--- src/rtl/i2c_addr_wake.sv ---
module i2c_addr_wake #(
  parameter int         SYNC_STAGES = 2,
  parameter logic [4:0] MC_PREFIX   = 5'b00001
) (
  input  logic       clk,
  input  logic       rst_n,
  input  logic       scl_i,
  input  logic       sda_i,
  input  logic [6:0] own_addr,
  input  logic       clk_ack,
  input  logic       wake_ack,
  output logic       scl_oe,
  output logic       clk_req,
  output logic       wake_req,
  output logic       hs_mode
);

  localparam logic [2:0] S_IDLE    = 3'd0;
  localparam logic [2:0] S_STRETCH = 3'd1;
  localparam logic [2:0] S_RX1     = 3'd2;
  localparam logic [2:0] S_MCW     = 3'd3;
  localparam logic [2:0] S_RX2     = 3'd4;
  localparam logic [2:0] S_WAKE    = 3'd5;
  localparam logic [2:0] S_AWAKE   = 3'd6;

  logic [SYNC_STAGES-1:0] scl_sr, sda_sr;
  logic       scl_d, sda_d;
  logic [2:0] state, state_nxt;
  logic [2:0] bitcnt;
  logic [7:0] shreg;
  logic       hs_q;

  wire scl_s = scl_sr[SYNC_STAGES-1];
  wire sda_s = sda_sr[SYNC_STAGES-1];

  wire start_det = scl_s & scl_d & sda_d & ~sda_s;
  wire stop_det  = scl_s & scl_d & ~sda_d & sda_s;
  wire scl_rise  = scl_s & ~scl_d;

  wire [7:0] byte_nxt  = {shreg[6:0], sda_s};
  wire       byte_done = scl_rise && (bitcnt == 3'd7);
  wire       is_mc     = (byte_nxt[7:3] == MC_PREFIX);
  wire       hit       = (byte_nxt[7:1] == own_addr);
  wire       in_rx     = (state == S_RX1) || (state == S_RX2);

  assign scl_oe   = (state == S_STRETCH);
  assign clk_req  = (state != S_IDLE);
  assign wake_req = (state == S_WAKE);
  assign hs_mode  = hs_q;

  always_ff @(posedge clk or negedge rst_n) begin
    if (!rst_n) begin
      scl_sr <= '1;
      sda_sr <= '1;
      scl_d  <= 1'b1;
      sda_d  <= 1'b1;
    end else begin
      scl_sr <= {scl_sr[SYNC_STAGES-2:0], scl_i};
      sda_sr <= {sda_sr[SYNC_STAGES-2:0], sda_i};
      scl_d  <= scl_s;
      sda_d  <= sda_s;
    end
  end

  always_comb begin
    state_nxt = state;
    case (state)
      S_IDLE:    if (start_det) state_nxt = S_STRETCH;
      S_STRETCH: if (stop_det) state_nxt = S_IDLE;
                 else if (clk_ack) state_nxt = S_RX1;
      S_RX1:     if (stop_det || start_det) state_nxt = S_IDLE;
                 else if (byte_done) state_nxt = is_mc ? S_MCW : (hit ? S_WAKE : S_IDLE);
      S_MCW:     if (stop_det) state_nxt = S_IDLE;
                 else if (start_det) state_nxt = S_RX2;
      S_RX2:     if (stop_det || start_det) state_nxt = S_IDLE;
                 else if (byte_done) state_nxt = hit ? S_WAKE : S_IDLE;
      S_WAKE:    if (wake_ack) state_nxt = S_AWAKE;
      S_AWAKE:   if (stop_det) state_nxt = S_IDLE;
      default:   state_nxt = S_IDLE;
    endcase
  end

  always_ff @(posedge clk or negedge rst_n) begin
    if (!rst_n) begin
      state  <= S_IDLE;
      bitcnt <= 3'd0;
      shreg  <= 8'd0;
      hs_q   <= 1'b0;
    end else begin
      state <= state_nxt;
      if (!in_rx) begin
        bitcnt <= 3'd0;
      end else if (scl_rise) begin
        bitcnt <= bitcnt + 3'd1;
        shreg  <= byte_nxt;
      end
      if (stop_det)
        hs_q <= 1'b0;
      else if (state == S_RX1 && byte_done && is_mc && !start_det)
        hs_q <= 1'b1;
    end
  end

endmodule

--- config.mk ---
export PLATFORM = sky130hd
export DESIGN_NAME = i2c_addr_wake
export DESIGN_NICKNAME = d
export VERILOG_FILES = /design/src/rtl/i2c_addr_wake.sv
export SDC_FILE = /design/constraint.sdc
export NUM_CORES = 1
export LEC_CHECK = 0
export BUFFER_PORTS_ARGS = -buffer_cell sky130_fd_sc_hd__buf_2
export CORE_UTILIZATION = 45
export DETAILED_ROUTE_END_ITERATION = 10
export PLACE_DENSITY = 0.75
export SLEW_MARGIN = 0
export SYNTH_ARGS = -nofsm -noshare
export SYNTH_HDL_FRONTEND = slang
export SYNTH_SLANG_ARGS = --single-unit
--- constraint.sdc ---
create_clock -name clk -period 1.5 [get_ports clk]
set_input_delay 0.45 -clock clk [delete_from_list [all_inputs] [get_ports clk]]
set_output_delay 0.45 -clock clk [all_outputs]
set_load 0.02 [all_outputs]
==> flow_summary_export.csv, run 1 <==
group,metric,value,unit
layout,layout_common_cells,"buf_4 (23), buf_2 (14), dfrtp_1 (12)",
flow_run,drv_cap,0,
placement,portBuffers,16,
floorplan,coreArea,2233,µm²
status,status,"complete, but fails checks",
floorplan,die_h,51.02,µm
sta,min_period,1651,ps
clock_network,cts-buffers-inserted,3,
synthesis,synth_top_area_share,32.41,%
clock_network,root_buffer,"clkbuf_4",
routing,first_iter_violations,16,
worst_setup_path,critPathRequiredTime,1700,ps
worst_setup_path,end_kind,"flip-flop",
sta,maxSlewHeadroom,70.11,%
sta,finalCritPeriodShare,110.1,%
clock_network,cts_max_level,1,
worst_hold_path,hp-class,"in2async",
sta,final_max_slew_viol_count,0,
sta,rsz0062_at_grt,"true",
floorplan,initial_utilization,48.40,%
global_routing,antenna_found_initial,0,
synthesis,syn_area_per_cell,10.81,µm²
synthesis,ys_seq_area_share,46.99,%
pwr,clockPowerShare,12.3,%
routing,drc,0,
routing,first_pass_iters,4,
pwr,switchingPower,0.9059,mW
synthesis,synth_top_cell_by_area,"dfrtp_1",
routing,vias,928,
status,violations,"setup timing",
pwr,ir_drop,0.001109,V
layout,multi_input_area,614.3,µm²
sta,finClkSkew,4.693,ps
worst_setup_path,slowest_delay,380,ps
pwr,intPower,1.582,mW
routing,vias_per_cell,5.524,
synthesis,syn_area,1081,µm²
pwr,switching_share,36.42,%
layout,drive_above_1_share,50.00,%
worst_setup_path,reg2regPathDepth,7,
worst_setup_path,cp_slowest_cell,"dfrtp_1",
synthesis,ys_warn_count,0,
pwr,seq_power_share,35.0,%
worst_setup_path,crit_family,"compound AO/OA/AOI/OAI gates",
worst_setup_path,endpoint,"state[2]",
clock_network,cts_tree,"yes",
sta,setup_viol,13,
placement,gp_congestion,0.9191,
worst_setup_path,r2r_slack,-150,ps
synthesis,ys_seq_elements,20,
layout,nets,156,
worst_setup_path,worstSetupPathDepth,7,
placement,place_ws,-122.3,ps
layout,area_delta_synth_final,36.57,%
synthesis,ys_async_sr_fraction,100.0,%
synthesis,synthesis.instances,100,
synthesis,synth.top_cells.by_area,"dfrtp_1 (32%), dfstp_2 (15%), mux2_1 (8.3%)",
sta,hold_violations,0,
layout,fillers,178,
clock_network,cts.clk_slew.worst_paths,110,ps
routing,ant_nets,0,
synthesis,synth.distinct_cells,37,
pwr,finalPower,2.487,mW
layout,seqCellArea,510.5,µm²
placement,hpwl,1664,µm
clock_network,clockBufferDepth,2,
floorplan,fp.dieW,51.02,µm
worst_setup_path,r2r-start,"bitcnt[1]",
synthesis,ys.flop_type,"dfrtp_1",
routing,avgRoutedWirePerCell,14.27,µm
global_routing,grt_max_degree,21,
worst_setup_path,cp.arrival,1850,ps
synthesis,syn-num-nets,115,
routing,wl,2397,µm
worst_setup_path,critical_path.max_fanout,4,
worst_setup_path,critPathLaunchType,"flip-flop",
floorplan,pin_count,17,
pwr,p_leak,0.6849,nW
pwr,p_per_area,1685,nW/µm²
layout,final_common_cell,"buf_4",
worst_setup_path,crit_buf_inv,0,
clock_network,numClockSinks,20,
layout,num_antenna_cells,0,
floorplan,dieArea,2603,µm²
worst_setup_path,path_cells,"ha_2 -> ha_1 -> nand3b_1 -> o21ba_4 -> o22ai_4 -> o22ai_1 -> a22o_1",
synthesis,synth_edf_count,0,
pwr,power_frac_comb,52.6,%
clock_network,clock_latency,300,ps
global_routing,grt_overflow,0,
worst_setup_path,crit_type,"reg2reg",
sta,layout_setup_ws,-150.8,ps
sta,max_freq,0.6058,GHz
global_routing,grt_pass1_vias,894,
worst_setup_path,r2r-end,"state[2]",
global_routing,grt_pass1_wl,3732,µm
sta,worst_pin_slew,448.4,ps
global_routing,grt_use_total,19.89,%
worst_setup_path,crit_start,"bitcnt[1]",
floorplan,num_rows,17,
==> Yosys cell counts, types with 2 or more instances <==
| cell type | count |
|---|---|
| dfrtp_1 | 14 |
| mux2_1 | 8 |
| nor2_1 | 8 |
| xnor2_1 | 7 |
| dfstp_2 | 6 |
| nand2_1 | 6 |
| o21ai_0 | 5 |
| nor3_1 | 3 |
| xor2_1 | 3 |
| and3_1 | 2 |
| and4b_1 | 2 |
| buf_2 | 2 |
| clkbuf_1 | 2 |
| ha_1 | 2 |
| mux2i_1 | 2 |
| nand2b_1 | 2 |
| nand3_1 | 2 |
| nor4_1 | 2 |
| o21a_1 | 2 |
| o21ai_1 | 2 |
| o22ai_1 | 2 |
==> what timing repair did <==
| action | CTS | global route |
|---|---|---|
| setup endpoints to repair | 6 | 14 |
| setup buffers | 7 | 3 |
| pin swaps | 3 | 3 |
| hold endpoints to repair | 0 | 0 |
| hold buffers | 0 | 0 |
| resized for setup | 8 | 10 |
==> worst min-delay path by stage <==
stage	startpoint	to	slack, ps	depth (start not counted)
global route	rst_n	bitcnt[2]	80	1
detailed placement	scl_sr[0]	scl_sr[1]	350	0
CTS	rst_n	shreg[1]	80	1
global placement	scl_sr[0]	scl_sr[1]	350	0
floorplan	rst_n	bitcnt[0]	150	0
finish	rst_n	shreg[6]	80	1
==> power groups by stage <==
stage | sequential [mW] | clock [mW] | combinational (mW)
finish | 0.872 | 0.307 | 1.31
CTS | 0.855 | 0.324 | 1.17
floorplan | 0.814 | 0 | 0.730
global placement | 0.847 | 0 | 0.997
global route | 0.896 | 0.344 | 1.42
detailed placement | 0.864 | 0 | 1.04
==> kinds of logic after synthesis <==
| logic type | Yosys count | share of synthesized area (%) |
|---|---|---|
| AOI/OAI and AO/OA | 19 | 12.50 |
| xor gates and xnor gates | 10 | 8.102 |
| DFF | 20 | 46.99 |
| and+or+nand+nor | 34 | 17.94 |
| muxes | 10 | 10.19 |
| buffers and inverters | 5 | 1.968 |
| adders and majority gates | 2 | 2.314 |
==> metrics by stage <==
stage | setup TNS, ps | utilization (%) | instance area (µm²) | hold slack [ps] | std cells
2_1_floorplan | -27.51 | - | 1114 | 154.4 | 100
3_3_place_gp | -122.5 | 58.94 | 1316 | 346.2 | 154
3_5_place_dp | -180.3 | 58.94 | 1316 | 349.5 | 154
4_1_cts | -1124 | 63.75 | 1424 | 78.33 | 165
5_1_grt | -1736 | 66.11 | 1476 | 83.00 | 168
6_report | -1016 | 66.11 | 1476 | 78.24 | 168
==> state kept, by name (all words and copies together) (netlist names) <==
register,cells
bitcnt,3
hs_mode,1
scl_d,1
scl_sr,2
sda_d,1
sda_sr,2
shreg,7
state,3
==> worst register-to-register path, cell delays in order, from the launching register on <==
cell	delay [ps]
dfrtp_1	380
ha_2	170
ha_1	150
nand3b_1	140
o21ba_4	240
o22ai_4	200
o22ai_1	110
a22o_1	180
==> per-layer routing <==
| metal | vias to the layer above | GRT usage [%] | wire (µm) |
|---|---|---|---|
| met4 | 0 | 12.50 | 51 |
| met1 | 448 | 21.95 | 981 |
| li1 | 445 | - | - |
| met5 | - | 0 | 0 |
| met3 | 6 | 2.679 | 100 |
| met2 | 29 | 35.53 | 1264 |
==> final cells by class <==
type	instances	share of cell area [%]
Clock buffer	4	2.458
Timing Repair Buffer	40	18.73
Inverter	1	0.2542
Sequential cell	20	34.58
Multi-Input combinational cell	75	41.61
Tap cell	28	2.373
Note: power is estimated with default switching activity, not from simulation.
==> run 2, diff against run 1 <==
--- a/config.mk
+++ b/config.mk
@@ -5,6 +5,7 @@
 export SDC_FILE = /design/constraint.sdc
 export NUM_CORES = 1
 export LEC_CHECK = 0
+export ABC_AREA = 1
 export BUFFER_PORTS_ARGS = -buffer_cell sky130_fd_sc_hd__buf_2
 export CORE_UTILIZATION = 45
 export DETAILED_ROUTE_END_ITERATION = 10
==> run 2 against run 1 <==
The run still ends with setup timing left. Combinational power is essentially flat. Clock skew is 1.2 ps lower. Critical path type is now reg2out. Fmax is 3.7% higher. Clock-buffer cell count fell by 1. Via count grew 8.0%. Synthesized cell count up 43%. Wire length did not move. Final area rose by 1.3%. Worst hold slack improved by 1.2 ps. Sequential share of layout area is 0.52 points lower.
==> flow_summary_export.csv, run 2 <==
group,metric,value,unit
synthesis,synth_top_area_share,31.78,%
synthesis,yosysMostFrequentCell,"nand2_1",
synthesis,ys.flop_type,"dfrtp_1",
synthesis,syn_area_per_cell,7.708,µm²
layout,final_util,66.32,%
pwr,p_per_area,1677,nW/µm²
worst_setup_path,slowest_delay,430,ps
global_routing,grt_pass1_wl,4071,µm
floorplan,num_rows,17,
pwr,p_leak,0.7876,nW
clock_network,cts_max_level,1,
sta,rsz0062_at_grt,"true",
clock_network,cts_tree,"yes",
layout,nets,192,
floorplan,die_h,51.50,µm
worst_setup_path,r2r_slack,0,ps
synthesis,synth_edf_count,0,
flow_run,drv_cap,0,
layout,reg_top3,"shreg x7, bitcnt x3, state x3",
floorplan,coreArea,2255,µm²
global_routing,grt_pass1_vias,1050,
global_routing,grt_overflow,0,
worst_setup_path,r2r-end,"state[1]",
synthesis,synth_fa_ha_area_share,2.270,%
layout,multi_input_area,604.3,µm²
clock_network,clockBufferDepth,2,
synthesis,synth.distinct_cells,23,
routing,vias_per_cell,4.912,
worst_hold_path,hp-class,"in2async",
clock_network,cts.clk_slew.worst_paths,110,ps
synthesis,synth_top_cell_by_area,"dfrtp_1",
routing,drc,0,
synthesis,synth_top_family_by_area,"simple AND/OR/NAND/NOR gates",
placement,post_dp_cell_area,1210,µm²
placement,place_ws,-126.7,ps
global_routing,grt_max_degree,21,
sta,hold_violations,0,
worst_setup_path,critPathRequiredTime,1050,ps
global_routing,grt_use_total,20.78,%
sta,tns,-157.5,ps
routing,first_pass_iters,4,
routing,avgRoutedWirePerCell,11.75,µm
synthesis,synth_compound_area_share,7.719,%
worst_setup_path,r2r-start,"sda_d",
worst_setup_path,crit_type,"reg2out",
placement,hpwl,1616,µm
sta,layout_setup_ws,-91.74,ps
synthesis,ys_seq_elements,20,
synthesis,synth.top_cells.by_area,"dfrtp_1 (32%), nand2_1 (15%), dfstp_2 (14%)",
floorplan,dieArea,2652,µm²
synthesis,synthesis.instances,143,
placement,gp_congestion,0.9846,
synthesis,ys_async_sr_fraction,100.0,%
worst_setup_path,cp_slowest_cell,"dfrtp_1",
routing,wl,2397,µm
pwr,finalPower,2.507,mW
routing,first_iter_violations,18,
sta,fin_hold_ws,79.42,ps
sta,finClkSkew,3.522,ps
clock_network,numClockSinks,20,
synthesis,synthTopCellsByCount,"nand2_1 (45), inv_1 (20), dfrtp_1 (14)",
layout,area_delta_synth_final,35.64,%
status,status,"complete, but fails checks",
worst_setup_path,critical_path.max_fanout,3,
clock_network,clock_latency,300,ps
floorplan,pin_count,17,
sta,worst_pin_slew,450.4,ps
sta,final_max_slew_viol_count,0,
layout,final_cells,204,
layout,seqCellArea,509.2,µm²
status,violations,"setup timing",
sta,setup_viol,3,
routing,ant_nets,0,
layout,regMostFlops,"shreg",
sta,maxSlewHeadroom,69.97,%
clock_network,cts-buffers-inserted,3,
worst_setup_path,end_kind,"output port",
synthesis,synth_mux_area_share,1.022,%
layout,drive_above_1_share,43.18,%
layout,largest_register_ffs,7,
layout,stdcell_area,1495,µm²
synthesis,syn-num-nets,158,
floorplan,initial_utilization,48.89,%
placement,portBuffers,16,
clock_network,postCtsHoldBufs,0,
synthesis,ys_seq_area_share,46.08,%
layout,layout_common_cells,"nand2_1 (40), inv_1 (16), buf_4 (14)",
sta,min_period,1592,ps
floorplan,fp.dieW,51.50,µm
sta,max_freq,0.6282,GHz
synthesis,ys_warn_count,0,
worst_setup_path,critPathLaunchType,"flip-flop",
worst_setup_path,reg2regPathDepth,10,
routing,vias,1002,
clock_network,root_buffer,"clkbuf_4",
global_routing,antenna_found_initial,0,
synthesis,synth-simple-area-share,31.67,%
worst_setup_path,cp.arrival,1140,ps
worst_setup_path,crit_top_cell,"inv_2",
layout,fillers,185,
pwr,ir_drop,0.0009279,V
layout,final_common_cell,"nand2_1",
synthesis,syn_area,1102,µm²
placement,dp_cells,186,
layout,num_antenna_cells,0,
sta,finalCritPeriodShare,106.1,%
worst_setup_path,path_cells,"inv_2 -> nand2_4 -> inv_2 -> nand2_2 -> inv_2 -> buf_6",
synthesis,synth_xor_area_share,2.384,%
[run 2: cell types whose count changed in the layout (fill, tap and decap cells not counted), moves of 7 or more]
cell / before / now
nand2_1: 6 / 40
inv_1: 0 / 16
buf_4: 23 / 14
inv_2: 1 / 8
mux2_4: 7 / 0
nand2_2: 0 / 7
xnor2_1: 7 / 0
[run 2: layout make-up]
cell class,count,share of cell area [%]
multi-input combinational,98,40.42
sequential,20,34.06
clock inverter,1,2.008
timing repair buffer,30,13.64
tap,28,2.343
clock buffer,3,1.506
inverter,24,6.025
[run 2: worst max-delay path by stage]
stage | start | to | depth (start not counted)
2_1_floorplan | bitcnt[0] | state[1] | 10
3_5_place_dp | bitcnt[0] | state[1] | 10
4_1_cts | state[1] | scl_oe | 6
6_report | state[1] | scl_oe | 6
3_3_place_gp | bitcnt[0] | state[1] | 10
5_1_grt | state[1] | scl_oe | 6
[run 2: where the power goes]
part	switching, mW	total (mW)	internal [mW]
sequential	0.115	0.790	0.675
combinational	0.723	1.28	0.559
clock	0.165	0.435	0.270
total	1.00	2.51	1.50
[run 2: repair_timing]
item,in CTS,in global routing
hold endpoints to repair,0,0
setup buffers,10,4
resized for setup,17,19
setup endpoints to repair,6,9
pin swaps,4,6
[run 2: kinds of logic after synthesis]
family	Yosys count
buffers and inverters	25
and+or+nand+nor	76
adders and majority gates	2
AOI/OAI and AO/OA	16
muxes	1
xor gates and xnor gates	3
DFF	20
[run 2: routing by layer]
layer	GRT usage, %	vias to the layer above	part of all wire, %
met5	0	-	0
met4	6.757	0	1.7
met3	4.678	6	3.1
met1	22.08	469	42
met2	39.83	25	53
li1	-	502	-
[run 2: critical path, delay by kind of cell (launching register included)]
| family | cells | cell delay, ps |
|---|---|---|
| flops | 1 | 430 |
| buf+inv | 4 | 300 |
| simple gates | 2 | 120 |
==> run 3, diff against run 2 <==
--- a/config.mk
+++ b/config.mk
@@ -9,6 +9,7 @@
 export BUFFER_PORTS_ARGS = -buffer_cell sky130_fd_sc_hd__buf_2
 export CORE_UTILIZATION = 45
 export DETAILED_ROUTE_END_ITERATION = 10
+export HOLD_SLACK_MARGIN = 0.1
 export PLACE_DENSITY = 0.75
 export SLEW_MARGIN = 0
 export SYNTH_ARGS = -nofsm -noshare
==> constraint.sdc (replaced) <==
create_clock -name clk -period 1.5 [get_ports clk]
set_input_delay 0.45 -clock clk [delete_from_list [all_inputs] [get_ports clk]]
set_output_delay 0.45 -clock clk [all_outputs]
set_load 0.01 [all_outputs]
==> run 3 against run 2 <==
Combinational power fell by 4%. Wire length about the same. Utilization rose by 0.17 points. The run still ends with setup timing left.
==> flow_summary_export.csv, run 3 (synthesized netlist as in run 2, its figures left out) <==
group,metric,value,unit
sta,min_period,1591,ps
pwr,p_leak,0.7923,nW
sta,hold_violations,0,
sta,final_max_slew_viol_count,0,
layout,multi_input_area,604.3,µm²
status,violations,"setup timing",
layout,fillers,186,
global_routing,grt_use_total,20.78,%
floorplan,fp.dieW,51.50,µm
worst_setup_path,worstSetupPathDepth,6,
clock_network,clock_latency,290,ps
clock_network,clockBufferDepth,2,
sta,finalCritPeriodShare,106.1,%
sta,maxSlewHeadroom,70.55,%
sta,max_freq,0.6286,GHz
routing,ant_nets,0,
placement,dp_cells,186,
worst_setup_path,r2r-start,"sda_d",
global_routing,antenna_found_initial,0,
worst_setup_path,crit_start,"state[1]",
routing,vias,1009,
floorplan,dieArea,2652,µm²
global_routing,grt_pass1_vias,1041,
worst_setup_path,r2r-end,"state[1]",
layout,largest_register_ffs,7,
sta,finClkSkew,2.589,ps
worst_setup_path,crit_top_cell,"inv_2",
layout,num_antenna_cells,0,
pwr,intPower,1.486,mW
floorplan,pin_count,17,
worst_setup_path,reg2regPathDepth,10,
worst_setup_path,r2r_slack,10,ps
layout,area_delta_synth_final,35.98,%
worst_setup_path,crit_family,"flip-flops",
layout,final_common_cell,"nand2_1",
sta,worst_pin_slew,441.7,ps
floorplan,die_h,51.50,µm
pwr,seq_power_share,32.2,%
floorplan,num_rows,17,
routing,avgRoutedWirePerCell,11.68,µm
layout,nets,193,
placement,hpwl,1616,µm
worst_setup_path,slowest_delay,430,ps
worst_hold_path,hp-class,"in2reg",
layout,seqCellArea,509.2,µm²
layout,final_cells,205,
pwr,clockPowerShare,17.7,%
placement,portBuffers,16,
clock_network,cts_max_level,1,
worst_setup_path,critPathRequiredTime,1050,ps
flow_run,drv_cap,0,
worst_setup_path,cp.arrival,1140,ps
status,status,"complete, but fails checks",
layout,regMostFlops,"shreg",
sta,tns,-128.6,ps
floorplan,coreArea,2255,µm²
clock_network,cts.clk_slew.worst_paths,110,ps
global_routing,grt_pass1_wl,4057,µm
sta,setup_viol,3,
sta,rsz0062_at_grt,"true",
layout,drive_above_1_share,42.37,%
clock_network,cts-buffers-inserted,3,
pwr,switchingPower,0.9677,mW
routing,first_pass_iters,4,
pwr,finalPower,2.454,mW
layout,layout_common_cells,"nand2_1 (40), inv_1 (17), buf_2 (14), buf_4 (14), dfrtp_1 (13)",
worst_hold_path,min_from,"scl_i",
placement,gp_congestion,0.9846,
clock_network,cts_tree,"yes",
clock_network,numClockSinks,20,
worst_setup_path,crit_buf_inv,4,
worst_setup_path,end_kind,"output port",
global_routing,grt_overflow,0,
routing,wl,2395,µm
global_routing,grt_max_degree,21,
layout,reg_top3,"shreg x7, bitcnt x3, state x3",
worst_setup_path,crit_type,"reg2out",
clock_network,root_buffer,"clkbuf_4",
worst_setup_path,path_cells,"inv_2 -> nand2_4 -> inv_2 -> nand2_2 -> inv_1 -> buf_2",
floorplan,initial_utilization,48.89,%
sta,layout_setup_ws,-90.85,ps
pwr,ir_drop,0.0009222,V
pwr,switching_share,39.43,%
worst_setup_path,endpoint,"scl_oe",
worst_setup_path,cp_slowest_cell,"dfrtp_1",
pwr,power_frac_comb,50.1,%
routing,drc,0,
routing,vias_per_cell,4.922,
worst_setup_path,critPathLaunchType,"flip-flop",
placement,place_ws,-126.7,ps
routing,first_iter_violations,20,
pwr,p_per_area,1637,nW/µm²
worst_setup_path,critical_path.max_fanout,3,
run 3: per-layer routing:
layer | vias to the layer above | GRT usage (%) | wire length (µm)
met5 | - | 0 | 0
met4 | 0 | 6.757 | 40
met3 | 6 | 4.678 | 81
met2 | 29 | 39.39 | 1281
met1 | 470 | 22.45 | 991
li1 | 504 | - | -
run 3: worst reg2reg max path, cell delays in order, from the launching register on:
cell and delay (ps):
dfstp_2 580, inv_1 60, nor2_2 110, nand2_2 80, nand2_4 80, inv_2 60
nand2_2 90, nand3_4 90, nor2_4 150, nand2_1 60, o21ai_1 80
run 3: power groups by stage:
| stage | Combinational (mW) | Sequential [mW] | Clock [mW] |
|---|---|---|---|
| after CTS | 1.05 | 0.785 | 0.452 |
| after global placement | 0.805 | 0.789 | 0 |
| final | 1.23 | 0.791 | 0.434 |
| after floorplan | 0.655 | 0.770 | 0 |
| after detailed placement | 0.839 | 0.792 | 0 |
| after global routing | 1.37 | 0.810 | 0.480 |
run 3: worst min path at each step:
stage | endpoint | slack, ps | cells past startpoint
detailed placement | sda_sr[1] | 350 | 0
global placement | scl_sr[1] | 350 | 0
CTS | scl_sr[0] | 220 | 1
floorplan | bitcnt[0] | 150 | 0
finish | scl_sr[0] | 240 | 1
global route | scl_sr[0] | 190 | 1
run 3: timing repair:
item | 4_1_cts | 5_1_grt
endpoints found under the hold margin | 14 | 0
endpoints found under the setup margin | 6 | 9
cloned | 0 | 0
resized for setup | 12 | 19
pin swaps | 4 | 6
setup buffers | 10 | 4
hold buffers | 1 | 0
run 3: through the flow:
step	utilization [%]	area, µm²	hold slack [ps]
after floorplan	-	1102	154.4
after global placement	53.66	1210	346.5
after detailed placement	53.66	1210	347.6
after CTS	62.21	1403	217.7
after global routing	66.48	1499	194.7
final	66.48	1499	235.3
run 3: cell type report:
cell class                 instances  share of cell area, %
multi-input combinational         98                  40.32
sequential                        20                  33.97
timing repair buffer              31                  13.86
inverter                          24                  6.010
tap                               28                  2.337
clock inverter                     1                  2.003
clock buffer                       3                  1.503
